## src/rtl/pcm_sync_pkg.sv

```systemverilog
package pcm_sync_pkg;
  // Strobes from the control unit to the datapath, valid for one clk.
  typedef struct packed {
    logic loadTx;  // capture the parallel transmit word
    logic txBit;   // present the next transmit bit
    logic enSet;   // raise the output enable
    logic enClr;   // drop the output enable (wins over enSet)
    logic rxBit;   // shift in one receive bit
    logic rxDone;  // last receive bit: publish the word
  } dpStrobe_t;
endpackage

```

## src/rtl/pcm_sync_ctrl.sv

```systemverilog
module pcm_sync_ctrl
  import pcm_sync_pkg::*;
#(
  parameter int WORD_W = 8,
  parameter int BLANK_FRAMES = 2
) (
  input  logic      clk,
  input  logic      rstN,
  input  logic      bitClk,
  input  logic      frameSync,
  input  logic      powerDown,
  output dpStrobe_t strobe,
  output logic      syncLong
);
  localparam int CNT_W = $clog2(WORD_W + 1);
  localparam int BLK_W = $clog2(BLANK_FRAMES + 1);
  localparam logic [CNT_W-1:0] LAST_CNT = CNT_W'(WORD_W);
  localparam logic [CNT_W-1:0] PENULT_CNT = CNT_W'(WORD_W - 1);
  localparam logic [BLK_W-1:0] BLANK_INIT = BLK_W'(BLANK_FRAMES);

  logic bcQ, bcPrev, fsQ;
  logic riseEv, fallEv;
  logic [1:0] fsRun;
  logic prevShort;
  logic active;
  logic frameBlank;
  logic [CNT_W-1:0] txCnt, rxCnt;
  logic [BLK_W-1:0] blankCnt;
  logic frameStart, runShort;

  assign riseEv = bcQ & ~bcPrev;
  assign fallEv = bcPrev & ~bcQ;
  assign frameStart = fallEv & fsQ & (fsRun == 2'd0) & ~powerDown;
  assign runShort = active & ~syncLong & ~powerDown;

  always_comb begin
    strobe = '0;
    if (powerDown) begin
      strobe.enClr = 1'b1;
    end else begin
      if (riseEv && runShort && (txCnt < LAST_CNT)) begin
        strobe.txBit = 1'b1;
        if ((txCnt == '0) && !frameBlank) strobe.enSet = 1'b1;
      end
      if (fallEv && runShort) begin
        if (txCnt == LAST_CNT) strobe.enClr = 1'b1;
        if (rxCnt < LAST_CNT) begin
          strobe.rxBit = 1'b1;
          if (rxCnt == PENULT_CNT) strobe.rxDone = 1'b1;
        end
      end
      if (frameStart) begin
        strobe.loadTx = 1'b1;
        strobe.enClr  = 1'b1;
      end
    end
  end

  always_ff @(posedge clk) begin
    if (!rstN) begin
      bcQ        <= 1'b0;
      bcPrev     <= 1'b0;
      fsQ        <= 1'b0;
      fsRun      <= 2'd0;
      prevShort  <= 1'b1;
      active     <= 1'b0;
      frameBlank <= 1'b0;
      txCnt      <= '0;
      rxCnt      <= '0;
      blankCnt   <= '0;
      syncLong   <= 1'b0;
    end else begin
      bcQ    <= bitClk;
      bcPrev <= bcQ;
      fsQ    <= frameSync;
      // sync pulse width, counted in falling edges, judges the next frame
      if (fallEv) begin
        if (fsQ) begin
          if (fsRun != 2'd3) fsRun <= fsRun + 2'd1;
        end else begin
          if (fsRun != 2'd0) prevShort <= (fsRun == 2'd1);
          fsRun <= 2'd0;
        end
      end
      if (powerDown) begin
        active   <= 1'b0;
        blankCnt <= BLANK_INIT;
      end else begin
        if (strobe.txBit) txCnt <= txCnt + 1'b1;
        if (strobe.rxBit) rxCnt <= rxCnt + 1'b1;
        if (strobe.rxDone) active <= 1'b0;
        if (frameStart) begin
          active     <= 1'b1;
          txCnt      <= '0;
          rxCnt      <= '0;
          syncLong   <= ~prevShort;
          frameBlank <= (blankCnt != '0);
          if (blankCnt != '0) blankCnt <= blankCnt - 1'b1;
        end
      end
    end
  end
endmodule

```

## src/rtl/pcm_sync_dp.sv

```systemverilog
module pcm_sync_dp
  import pcm_sync_pkg::*;
#(
  parameter int WORD_W = 8
) (
  input  logic              clk,
  input  logic              rstN,
  input  dpStrobe_t         strobe,
  input  logic [WORD_W-1:0] txWord,
  input  logic              rxData,
  output logic              txData,
  output logic              txEn,
  output logic [WORD_W-1:0] rxWord,
  output logic              rxValid
);
  logic [WORD_W-1:0] txShift;
  logic [WORD_W-1:0] rxShift;
  logic rxQ;

  always_ff @(posedge clk) begin
    if (!rstN) begin
      txShift <= '0;
      txData  <= 1'b0;
      txEn    <= 1'b0;
      rxShift <= '0;
      rxQ     <= 1'b0;
      rxWord  <= '0;
      rxValid <= 1'b0;
    end else begin
      rxQ     <= rxData;  // same sampling stage as the bit-clock edge detector
      rxValid <= strobe.rxDone;
      if (strobe.loadTx) begin
        txShift <= txWord;
      end else if (strobe.txBit) begin
        txData  <= txShift[WORD_W-1];
        txShift <= {txShift[WORD_W-2:0], 1'b0};
      end
      if (strobe.enClr) txEn <= 1'b0;
      else if (strobe.enSet) txEn <= 1'b1;
      if (strobe.rxBit) rxShift <= {rxShift[WORD_W-2:0], rxQ};
      if (strobe.rxDone) rxWord <= {rxShift[WORD_W-2:0], rxQ};
    end
  end
endmodule

```

## src/rtl/pcm_sync_port.sv

```systemverilog
module pcm_sync_port
  import pcm_sync_pkg::*;
#(
  parameter int WORD_W = 8,
  parameter int BLANK_FRAMES = 2
) (
  input  logic              clk,
  input  logic              rstN,
  input  logic              bitClk,
  input  logic              frameSync,
  input  logic              powerDown,
  input  logic [WORD_W-1:0] txWord,
  output logic              txData,
  output logic              txEn,
  input  logic              rxData,
  output logic [WORD_W-1:0] rxWord,
  output logic              rxValid,
  output logic              syncLong
);
  dpStrobe_t strobe;

  pcm_sync_ctrl #(.WORD_W(WORD_W), .BLANK_FRAMES(BLANK_FRAMES)) u_ctrl (
    .clk(clk), .rstN(rstN), .bitClk(bitClk), .frameSync(frameSync),
    .powerDown(powerDown), .strobe(strobe), .syncLong(syncLong)
  );

  pcm_sync_dp #(.WORD_W(WORD_W)) u_dp (
    .clk(clk), .rstN(rstN), .strobe(strobe), .txWord(txWord),
    .rxData(rxData), .txData(txData), .txEn(txEn),
    .rxWord(rxWord), .rxValid(rxValid)
  );
endmodule

```

## config.mk

```make
export PLATFORM = sky130hd
export DESIGN_NAME = pcm_sync_port
export DESIGN_NICKNAME = d
export VERILOG_FILES = /design/src/rtl/pcm_sync_pkg.sv /design/src/rtl/pcm_sync_ctrl.sv /design/src/rtl/pcm_sync_dp.sv /design/src/rtl/pcm_sync_port.sv
export SDC_FILE = /design/constraint.sdc
export NUM_CORES = 1
export LEC_CHECK = 0
export CELL_PAD_IN_SITES_DETAIL_PLACEMENT = 1
export CELL_PAD_IN_SITES_GLOBAL_PLACEMENT = 1
export CORE_ASPECT_RATIO = 0.6
export CORE_MARGIN = 2
export CORE_UTILIZATION = 44
export CTS_CLUSTER_SIZE = 8
export DETAILED_ROUTE_END_ITERATION = 6
export GPL_TIMING_DRIVEN = 0
export MAX_ROUTING_LAYER = met4
export PLACE_DENSITY_LB_ADDON = 0.15
export SYNTH_ARGS = -nofsm -noshare
export SYNTH_HDL_FRONTEND = slang
export SYNTH_SLANG_ARGS = --single-unit
```

## constraint.sdc

```tcl
create_clock -name clk -period 4.7 [get_ports clk]
set_input_delay 0.94 -clock clk [delete_from_list [all_inputs] [get_ports clk]]
set_output_delay 0.94 -clock clk [all_outputs]
set_load 0.01 [all_outputs]
```

# Word level (Yosys, flattened, before mapping)
# Cells that the tools add are included.
[op_classes]
add_sub_neg = 4
bitwise_logic = 15
n_mux = 24
reduce_logical = 25
n_lt_le_gt_ge = 2
n_eq_ne = 5
[ops]
columns = ["operator", "count"]
rows = [
  ["2-bit 2-to-1 mux", 8],
  ["4-bit 2-to-1 mux", 4],
  ["8-bit 2-to-1 mux", 2],
  ["2-bit nonzero test", 8],
  ["2-bit AND reduction", 7],
  ["4-bit by 1-bit adder with 4-bit output, second input constant", 2],
  ["4-bit less-than comparator, second input constant", 2],
  ["1-bit 2-to-1 mux", 8],
  ["1-bit inverter", 8],
  ["1-bit AND", 7],
  ["3-bit 2-to-1 mux", 2],
  ["4-bit by 3-bit == test with 1-bit output, second input constant", 1],
  ["4-bit == test, second input constant", 1],
  ["1-bit logical AND", 4],
  ["4-bit logical NOT", 1],
  ["2-bit inequality test, second input constant", 2],
  ["2-bit OR reduction", 2],
  ["3-bit AND reduction", 1],
  ["2-bit by 1-bit adder with 2-bit output, second input constant", 1],
  ["2-bit by 1-bit == test with 1-bit output, second input constant", 1],
  ["2-bit logical NOT", 1],
  ["2-bit by 1-bit subtractor with 2-bit output, second input constant", 1],
  ["1-bit logical NOT", 1],
]
[totals]
output_inout_bits = 12
input_bits = 14
wordCells = 94
reg_bits = 46

# Logic depth before layout (Yosys ltp)
# Gate-level depths: netlist of run 1.
[logic_depth]
depth_word = 9
ltp_mapped = 6
mapped_depth_nobuf = 5

# By module
# A second synthesis of run 1 with hierarchy kept.
[unflattened]
cells_unflattened = 203
area_unflattened_um2 = 1994.4
[by_module_without_submodules]
columns = ["module", "seq_area_each_um2", "area_each_um2", "instances", "cells_per_inst"]
rows = [
  ["pcm_sync_dp", 540.5, 1036.0, 1, 95],
  ["pcm_sync_ctrl", 380.4, 958.4, 1, 108],
]

# Worst setup path after synthesis of run 1
# OpenSTA, ideal clock, no wires.
[synth_timing]
path_type = "input to register"
from = "in powerDown"
to = "reg u_ctrl.rxCnt[2]"
t_arrival_ps = 2096
n_path_buf = 2
stages = 5
slack_ps = 2532
setup_ps = 71
cell_sequence = "buf_6 or3b_1 clkbuf_1 or4_1 a21oi_1"
[synth_via]
elab_chain_cells = 7
[synth_rtl]
columns = ["element", "line", "rtl"]
rows = [
  ["start: declaration", "pcm_sync_port.sv:11", "input logic powerDown,"],
  ["1-bit inverter (no line)", "n/a", ""],
  ["1-bit AND", "pcm_sync_ctrl.sv:34", "assign runShort = active & ~syncLong & ~powerDown;"],
  ["1-bit logical AND", "pcm_sync_ctrl.sv:45", "if (fallEv && runShort) begin"],
  ["3-bit 2-to-1 mux", "pcm_sync_ctrl.sv:45", ""],
  ["2-bit 2-to-1 mux", "pcm_sync_ctrl.sv:38", "if (powerDown) begin"],
  ["2-bit nonzero test (no line)", "n/a", ""],
  ["2-bit AND reduction (no line)", "n/a", ""],
  ["end signal: assignment", "pcm_sync_ctrl.sv:90", "if (strobe.rxBit) rxCnt <= rxCnt + 1'b1;"],
  ["end: declaration", "pcm_sync_ctrl.sv:27", "logic [CNT_W-1:0] txCnt, rxCnt;"],
]
# Parallel ways exist; a longest one is shown, timed or not.
# A chain may end at the register's enable or synchronous reset.

# Worst setup path after layout of run 1
[layout_timing]
from = "reg u_ctrl.syncLong"
to = "out syncLong"
[layout_rtl]
columns = ["element", "line", "rtl"]
rows = [
  ["start: declaration", "pcm_sync_ctrl.sv:13", "output logic syncLong"],
  ["start signal: assignment", "pcm_sync_ctrl.sv:96", "syncLong <= ~prevShort;"],
  ["end: declaration", "pcm_sync_port.sv:18", "output logic syncLong"],
]
# No word-level cell between the ends.

==> results.md, run 1 <==
- Worst reg2reg path depth: 6
- Critical R2R Capture: u_ctrl.frameBlank$_SDFFE_PN0P_
- Critical-path top delay cell: clkdlybuf4s50_1
- Worst slew pin tran: roughly 1200 ps
- Worst path required time: 3760 ps
- CP startpoint kind: register
- Worst min path class: register to register
- HPWL after DPL: around 4400 um
- Crit path DAT: 1260 ps
- Crit path largest cell delay: 560 ps
- Post-synth ARST share: 0%
- H-tree Lvls: 2
- Synthesized Nets: 259
- Cell Area, Synth: 2047 um2
- Main combinational cell family by area after synthesis: compound AO/OA/AOI/OAI gates
- CP bufs+invs: 1
- Simple-Gate Fraction of Synth Area: ~22%
- Synth Instances: between 200 and 250
- Core area: 4517 um2
- Fin. max-slew vios: 0
- #FFs+latches synth: 46
- Layout cells sized above 1: between 4 and 5%
- Hold Violations, Final: 0
- Total GRT Usage: between 20% and 30%
- Synth cell types: 35
- Final #Nets: 290
- Adder-Cell Fraction of Synth Area: ~3.7%
- Largest net degree at the start of global routing: 14
- Vias per inst: 5.883
- Initial antenna violation count: 0
- Complex-gate fraction of the synthesized area: 22.62%
- First-pass GRT wire length: 10050 um
- Cell Area, Placed: 2366 um2
- Total power: 0.7473 mW
- Die Height: between 50 and 60 um
- Post-synthesis average cell area: 8.565 um2
- Post-CTS Repair Setup Buffers: 0
- Diode count: 0
- EDFF count, synth: 0
- Gpl congestion: 0.8589
- Hold Startpoint: u_ctrl.frameBlank$_SDFFE_PN0P_
- Setup-failing EPs final: 0
- Remaining Overflow, GRT: 0
- CP max FO: 5
- Port bufs: 24
- CTS clock-pin slew for the worst setup and hold paths: 90 ps
- CTS Buffer Depth: 2
- Max-cap violations: 0
- Synth Area in XOR/XNOR: 0%
- Setup Skew: 4.956 ps
- Setup TNS: 0 ps
- Worst R2R Start: u_ctrl.fsRun[0]$_SDFFE_PN0P_
- CTS tree: yes
- Die width: ~92 um
- Final ANT Viol Nets: 0
- Root Driver: clkbuf_8
- Via count: ~2000
- Fmax: 453.8 MHz
- Vias in the first global route: ~1900
- Row count: 19
- CTS buffer count: 5
- RSZ-0062 raised after global routing: no
- Critical path endpoint category: primary output
- # hold bufs at CTS: 0
- Clk_lat worst skew: 300 ps
- Ys Warns: 0
- CP cell instances: clkdlybuf4s50_1
- Kind of critical path: register to primary output
- Starting Density: 45.32%
- Hold endpoint: u_ctrl.frameBlank$_SDFFE_PN0P_
- Final Critical Period: 2204 ps
- Iter 0 DRT Violations: 127
- Drt total wl: 6180 um
- Lkg Pwr: 0.7677 nW
- DR DRC count: 0
- Synth-to-layout area growth: 21.09%
- Cell area after layout: between 2000 and 2500 um2
- First-pass detailed-route iteration total: 4
- Final cycle utilization of the critical path: 46.89%
- Post-cts repair resize count: 0
- Mux contribution to synthesized area: 0%
- Drt wl/cell: 18.56 um
- Sequential share of the synthesized area: 44.99%
- Clk sinks: 46
- IR drop worst, VDD: 0.1756 mV
- Relative slew margins: 22.15%
- IO Count: 26
- Dominant register cell in the synthesized netlist: dfxtp_1
- R2R setup slack: 2700 ps
- PD cells: 301.5 nW/um2
- Status: complete, no violations
- Hold depth: 2
- Die ar.: 5231 um2
- CP top delay family: buffers and inverters
==> state kept, by name (all words and copies together), names as in the netlist <==
| register | cells |
|---|---|
| u_ctrl.fsRun | 2 |
| u_ctrl.frameBlank | 1 |
| u_ctrl.txCnt | 4 |
| u_ctrl.prevShort | 1 |
| u_dp.rxShift | 7 |
| u_dp.rxQ | 1 |
| u_ctrl.bcQ | 1 |
| u_ctrl.bcPrev | 1 |
| u_dp.rxValid | 1 |
| u_dp.txShift | 8 |
| u_ctrl.active | 1 |
| u_ctrl.blankCnt | 2 |
| u_ctrl.fsQ | 1 |
| u_ctrl.syncLong | 1 |
| u_dp.txEn | 1 |
| u_dp.rxWord | 8 |
| u_dp.txData | 1 |
| u_ctrl.rxCnt | 4 |
==> metal layers <==
metal	part of all wire [%]	vias up	global-route usage, %
met2	43	57	36.13
li1	-	950	-
met3	6.6	7	4.430
met1	50	945	38.77
met4	0.78	0	5.117
met5	0	-	-
==> logic make-up after synthesis <==
logic type / Yosys count
and+or+nand+nor: 78
buffers and inverters: 32
adders and majority gates: 6
DFF: 46
AOI/OAI and AO/OA: 77
==> cell usage after synthesis, types with 3 or more instances <==
cell | number | area share (%)
nor3b_1 | 4 | 1.5
o21ai_0 | 17 | 4.2
o31ai_1 | 11 | 4.0
o221ai_1 | 8 | 3.4
dfxtp_1 | 46 | 45
nor4_1 | 3 | 0.92
a21oi_1 | 28 | 6.8
a31oi_1 | 9 | 2.8
ha_1 | 6 | 3.7
nand2_1 | 7 | 1.3
clkbuf_1 | 18 | 3.3
and2_1 | 5 | 1.5
inv_1 | 9 | 1.7
or3_1 | 3 | 0.92
nand4_1 | 4 | 1.2
nand3_1 | 33 | 8.1
buf_2 | 3 | 0.73
==> how the worst max path moves through the flow <==
| stage | startpoint | slack [ps] | cells after the start | to |
|---|---|---|---|---|
| finish | u_ctrl.syncLong$_SDFFE_PN0P_ | 2500 | 1 | syncLong |
| global route | rstN | 2400 | 4 | u_ctrl.rxCnt[0]$_SDFFE_PN0P_ |
| CTS | u_ctrl.syncLong$_SDFFE_PN0P_ | 2490 | 1 | syncLong |
| detailed placement | rstN | 2180 | 4 | u_ctrl.rxCnt[0]$_SDFFE_PN0P_ |
| global placement | rstN | 2260 | 4 | u_ctrl.rxCnt[0]$_SDFFE_PN0P_ |
| floorplan | powerDown | 2530 | 5 | u_ctrl.rxCnt[2]$_SDFFE_PN0P_ |
==> cells in the final DEF (no fill, tap or decap), types with 2 or more instances in the layout <==
cell / instances
o22ai_1: 2
nor3_1: 2
o31ai_1: 11
dfxtp_1: 46
nand3b_1: 2
nor4_1: 3
a21oi_1: 28
clkbuf_1: 18
buf_2: 3
ha_1: 6
clkdlybuf4s50_1: 24
nor3b_1: 4
o221ai_1: 8
and2_1: 5
nor4bb_1: 2
or3b_1: 2
nand4_1: 4
and3_1: 2
clkbuf_8: 6
a31oi_1: 9
o21ai_0: 17
or3_1: 3
nor2_1: 2
nand2_1: 7
inv_1: 9
nand3_1: 33
==> metrics by stage <==
| step | hold slack (ps) | utilization, % | worst slack (ps) | instances |
|---|---|---|---|---|
| 4_1_cts | 469.5 | 54.88 | 2489 | 333 |
| 6_report | 466.3 | 54.88 | 2496 | 333 |
| 3_5_place_dp | 457.9 | 52.38 | 2182 | 326 |
| 5_1_grt | 491.0 | 54.88 | 2405 | 333 |
| 2_1_floorplan | 434.0 | - | 2532 | 239 |
| 3_3_place_gp | 451.7 | 52.38 | 2263 | 326 |
==> report_power, final <==
part / switching [mW] / leakage (nW) / total [mW] / internal [mW]
sequential: 0.00236 / 0.372 / 0.395 / 0.392
combinational: 0.0268 / 0.339 / 0.0435 / 0.0168
clock: 0.139 / 0.0573 / 0.309 / 0.170
total: 0.168 / 0.768 / 0.747 / 0.580
==> cell type report <==
type	instances	area [um2]
plain buffers	23	97.59
inverters	9	33.78
clock buffers	6	82.58
well taps	63	78.83
flip-flops and latches	46	920.9
multi-input cells	161	994.7
fillers	533	2038
repair buffers	24	240.2
clock inverters	1	30.03
(Power assumes the default switching activity.)
==> run 2, diff against run 1 <==
CORE_UTILIZATION = 41   (was 44)
clock period = 2.1 ns   (was 4.7 ns; I/O delays follow)
==> run 2 against run 1 <==
Effect of this change: wire length up 2.2%; first-iteration DRC count down 52%; sequential share of layout area increased by 0.30 points; setup slack got worse by 2400 ps; largest power group unchanged; power increased by 110%; clock-buffer cell count up 1; register-to-register slack worse by 2600 ps; critical endpoint is now u_dp.rxShift[1]$_SDFFE_PN0P_; largest cell class unchanged; clock skew up 5.3 ps.
==> results.md, run 2 (synthesis results as in run 1) <==
- PD cells: 633.7 nW/um2 (+110%)
- Total power: 1.558 mW (+110%)
- # hold bufs at CTS: 0 (unchanged)
- Final hold slack: 435.9 ps (-30.38 ps)
- CTS Buffer Depth: 2 (unchanged)
- Worst R2R Start: u_ctrl.bcPrev$_SDFF_PN0_
- Final non-filler cell total: 334 (+0.30%)
- Hold Violations, Final: 0 (unchanged)
- Initial antenna violation count: 0 (unchanged)
- Critical R2R Capture: u_dp.rxShift[1]$_SDFFE_PN0P_
- Port bufs: 24 (unchanged)
- IO Count: 26 (unchanged)
- CP startpoint kind: register
- Max-cap violations: 0 (unchanged)
- Die Height: 58.73 um (+3.3%)
- CP endpoint: u_dp.rxShift[1]$_SDFFE_PN0P_
- R2R setup slack: 110 ps (-2590 ps)
- IR drop worst, VDD: 0.3047 mV (+74%)
- Via count: 1980 (+1.1%)
- RSZ-0062 raised after global routing: no
- Post-cts repair resize count: 0 (unchanged)
- Relative slew margins: 19.02% (-3.1 points)
- Setup TNS: 0 ps (unchanged)
- H-tree Lvls: 2 (unchanged)
- CP max FO: 10 (+5)
- First-pass GRT wire length: 10350 um (+3.0%)
- First-pass detailed-route iteration total: 4 (unchanged)
- Layout cells sized above 1: 4.797% (+0.35 points)
- Iter 0 DRT Violations: 61 (-52%)
- Kind of critical path: register to register
- Commonest non-fill, non-tap cell in the layout: dfxtp_1
- Placed cells: 326 (unchanged)
- Fin. max-slew vios: 0 (unchanged)
- Hold Startpoint: powerDown
- Drt total wl: 6319 um (+2.2%)
- Final #Nets: 290 (unchanged)
- CTS buffer count: 5 (unchanged)
- Largest registers: u_dp.rxWord (8), u_dp.txShift (8), u_dp.rxShift (7)
- Synth-to-layout area growth: 20.11%
- Row count: 19 (unchanged)
- Drt wl/cell: 18.92 um (+1.9%)
- Worst path required time: 2320 ps (-1440 ps)
- Fmax: 503.8 MHz
- Cell Area, Placed: 2366 um2 (unchanged)
- Worst Setup Slack, final: 115.0 ps (-2381 ps)
- CTS clock-pin slew for the worst setup and hold paths: 90 ps (about the same)
- Worst slew pin tran: 1212 ps (+46.93 ps)
- Total GRT Usage: 25.46% (-0.29 points)
- Starting Density: 43.71% (-1.6 points)
- Remaining Overflow, GRT: 0 (unchanged)
- Clk sinks: 46 (unchanged)
- Vias per inst: 5.928 (+0.77%)
- Core area: 4683 um2 (+3.7%)
- Final ANT Viol Nets: 0 (unchanged)
- Worst min path class: input port to register
- Diode count: 0 (unchanged)
- Setup-failing EPs final: 0 (unchanged)
- Worst reg2reg path depth: 4 (-2)
- Pre-CTS WS: 112.0 ps (-2070 ps)
- Largest net degree at the start of global routing: 14 (unchanged)
- Fillcell total: 547 (+2.6%)
- Post-CTS Repair Setup Buffers: 0 (unchanged)
- Lkg Pwr: 0.7611 nW (-0.85%)
- Critical path endpoint category: register
- Final Critical Period: slightly below 2000 ps
- Status: complete, no violations
- Vias in the first global route: 2002 (+5.1%)
- Die ar.: 5592 um2 (+6.9%)
- CP startpoint: u_ctrl.bcPrev$_SDFF_PN0_
- Clk_lat worst skew: 310 ps (about the same)
- Crit path DAT: 2210 ps (+950 ps)
- Cell area after layout: 2459 um2 (-0.81%)
- HPWL after DPL: 4427 um (+1.5%)
- Setup Skew: 10.28 ps (+5.325 ps)
- Fin util: 52.50% (-2.4 points)
- Die width: 95.22 um (+3.4%)
- Gpl congestion: 0.8059 (-6.2%)
- CTS tree: yes
- Most frequent cells in the layout: 46 x dfxtp_1, 33 x nand3_1, 28 x a21oi_1
- Root Driver: clkbuf_8
- DR DRC count: 0 (unchanged)
- Final cycle utilization of the critical path: 94.53%
run 2: routing by layer:
metal	track usage [%]	up-vias	wire [um]
li1	-	956	-
met1	34.77	968	3173
met2	38.43	47	2724
met3	5.762	9	342
met4	6.418	0	79
met5	-	-	0
run 2: how the worst min path moves through the flow:
stage,end,slack [ps],cells past startpoint
after global routing,u_ctrl.syncLong$_SDFFE_PN0P_,450,3
final,u_ctrl.syncLong$_SDFFE_PN0P_,440,3
after global placement,u_dp.rxWord[2]$_SDFFE_PN0P_,450,2
after floorplan,u_ctrl.frameBlank$_SDFFE_PN0P_,430,2
after CTS,u_ctrl.syncLong$_SDFFE_PN0P_,430,3
after detailed placement,u_ctrl.frameBlank$_SDFFE_PN0P_,460,2
run 2: area by class of cell:
type / instances / area (um2) / area share, %
Tap cell: 63 / 78.83 / 3.206
Clock inverter: 1 / 5.005 / 0.2036
Clock buffer: 7 / 86.33 / 3.511
Sequential cell: 46 / 920.9 / 37.46
Buffer: 23 / 98.84 / 4.020
Inverter: 9 / 33.78 / 1.374
Multi-Input combinational cell: 161 / 994.7 / 40.46
Timing Repair Buffer: 24 / 240.2 / 9.771
run 2: worst max-delay path: stages (launching register included):
cell	delay, ps
dfxtp_1	320
buf_2	190
nor3b_1	990
nand3_1	210
a21oi_1	180
run 2: power breakdown:
group | switching, mW | total [mW] | leakage (nW) | internal [mW]
registers | 0.00552 | 0.884 | 0.372 | 0.878
logic | 0.0611 | 0.0987 | 0.341 | 0.0377
clock network | 0.309 | 0.575 | 0.0482 | 0.266
total | 0.376 | 1.56 | 0.761 | 1.18
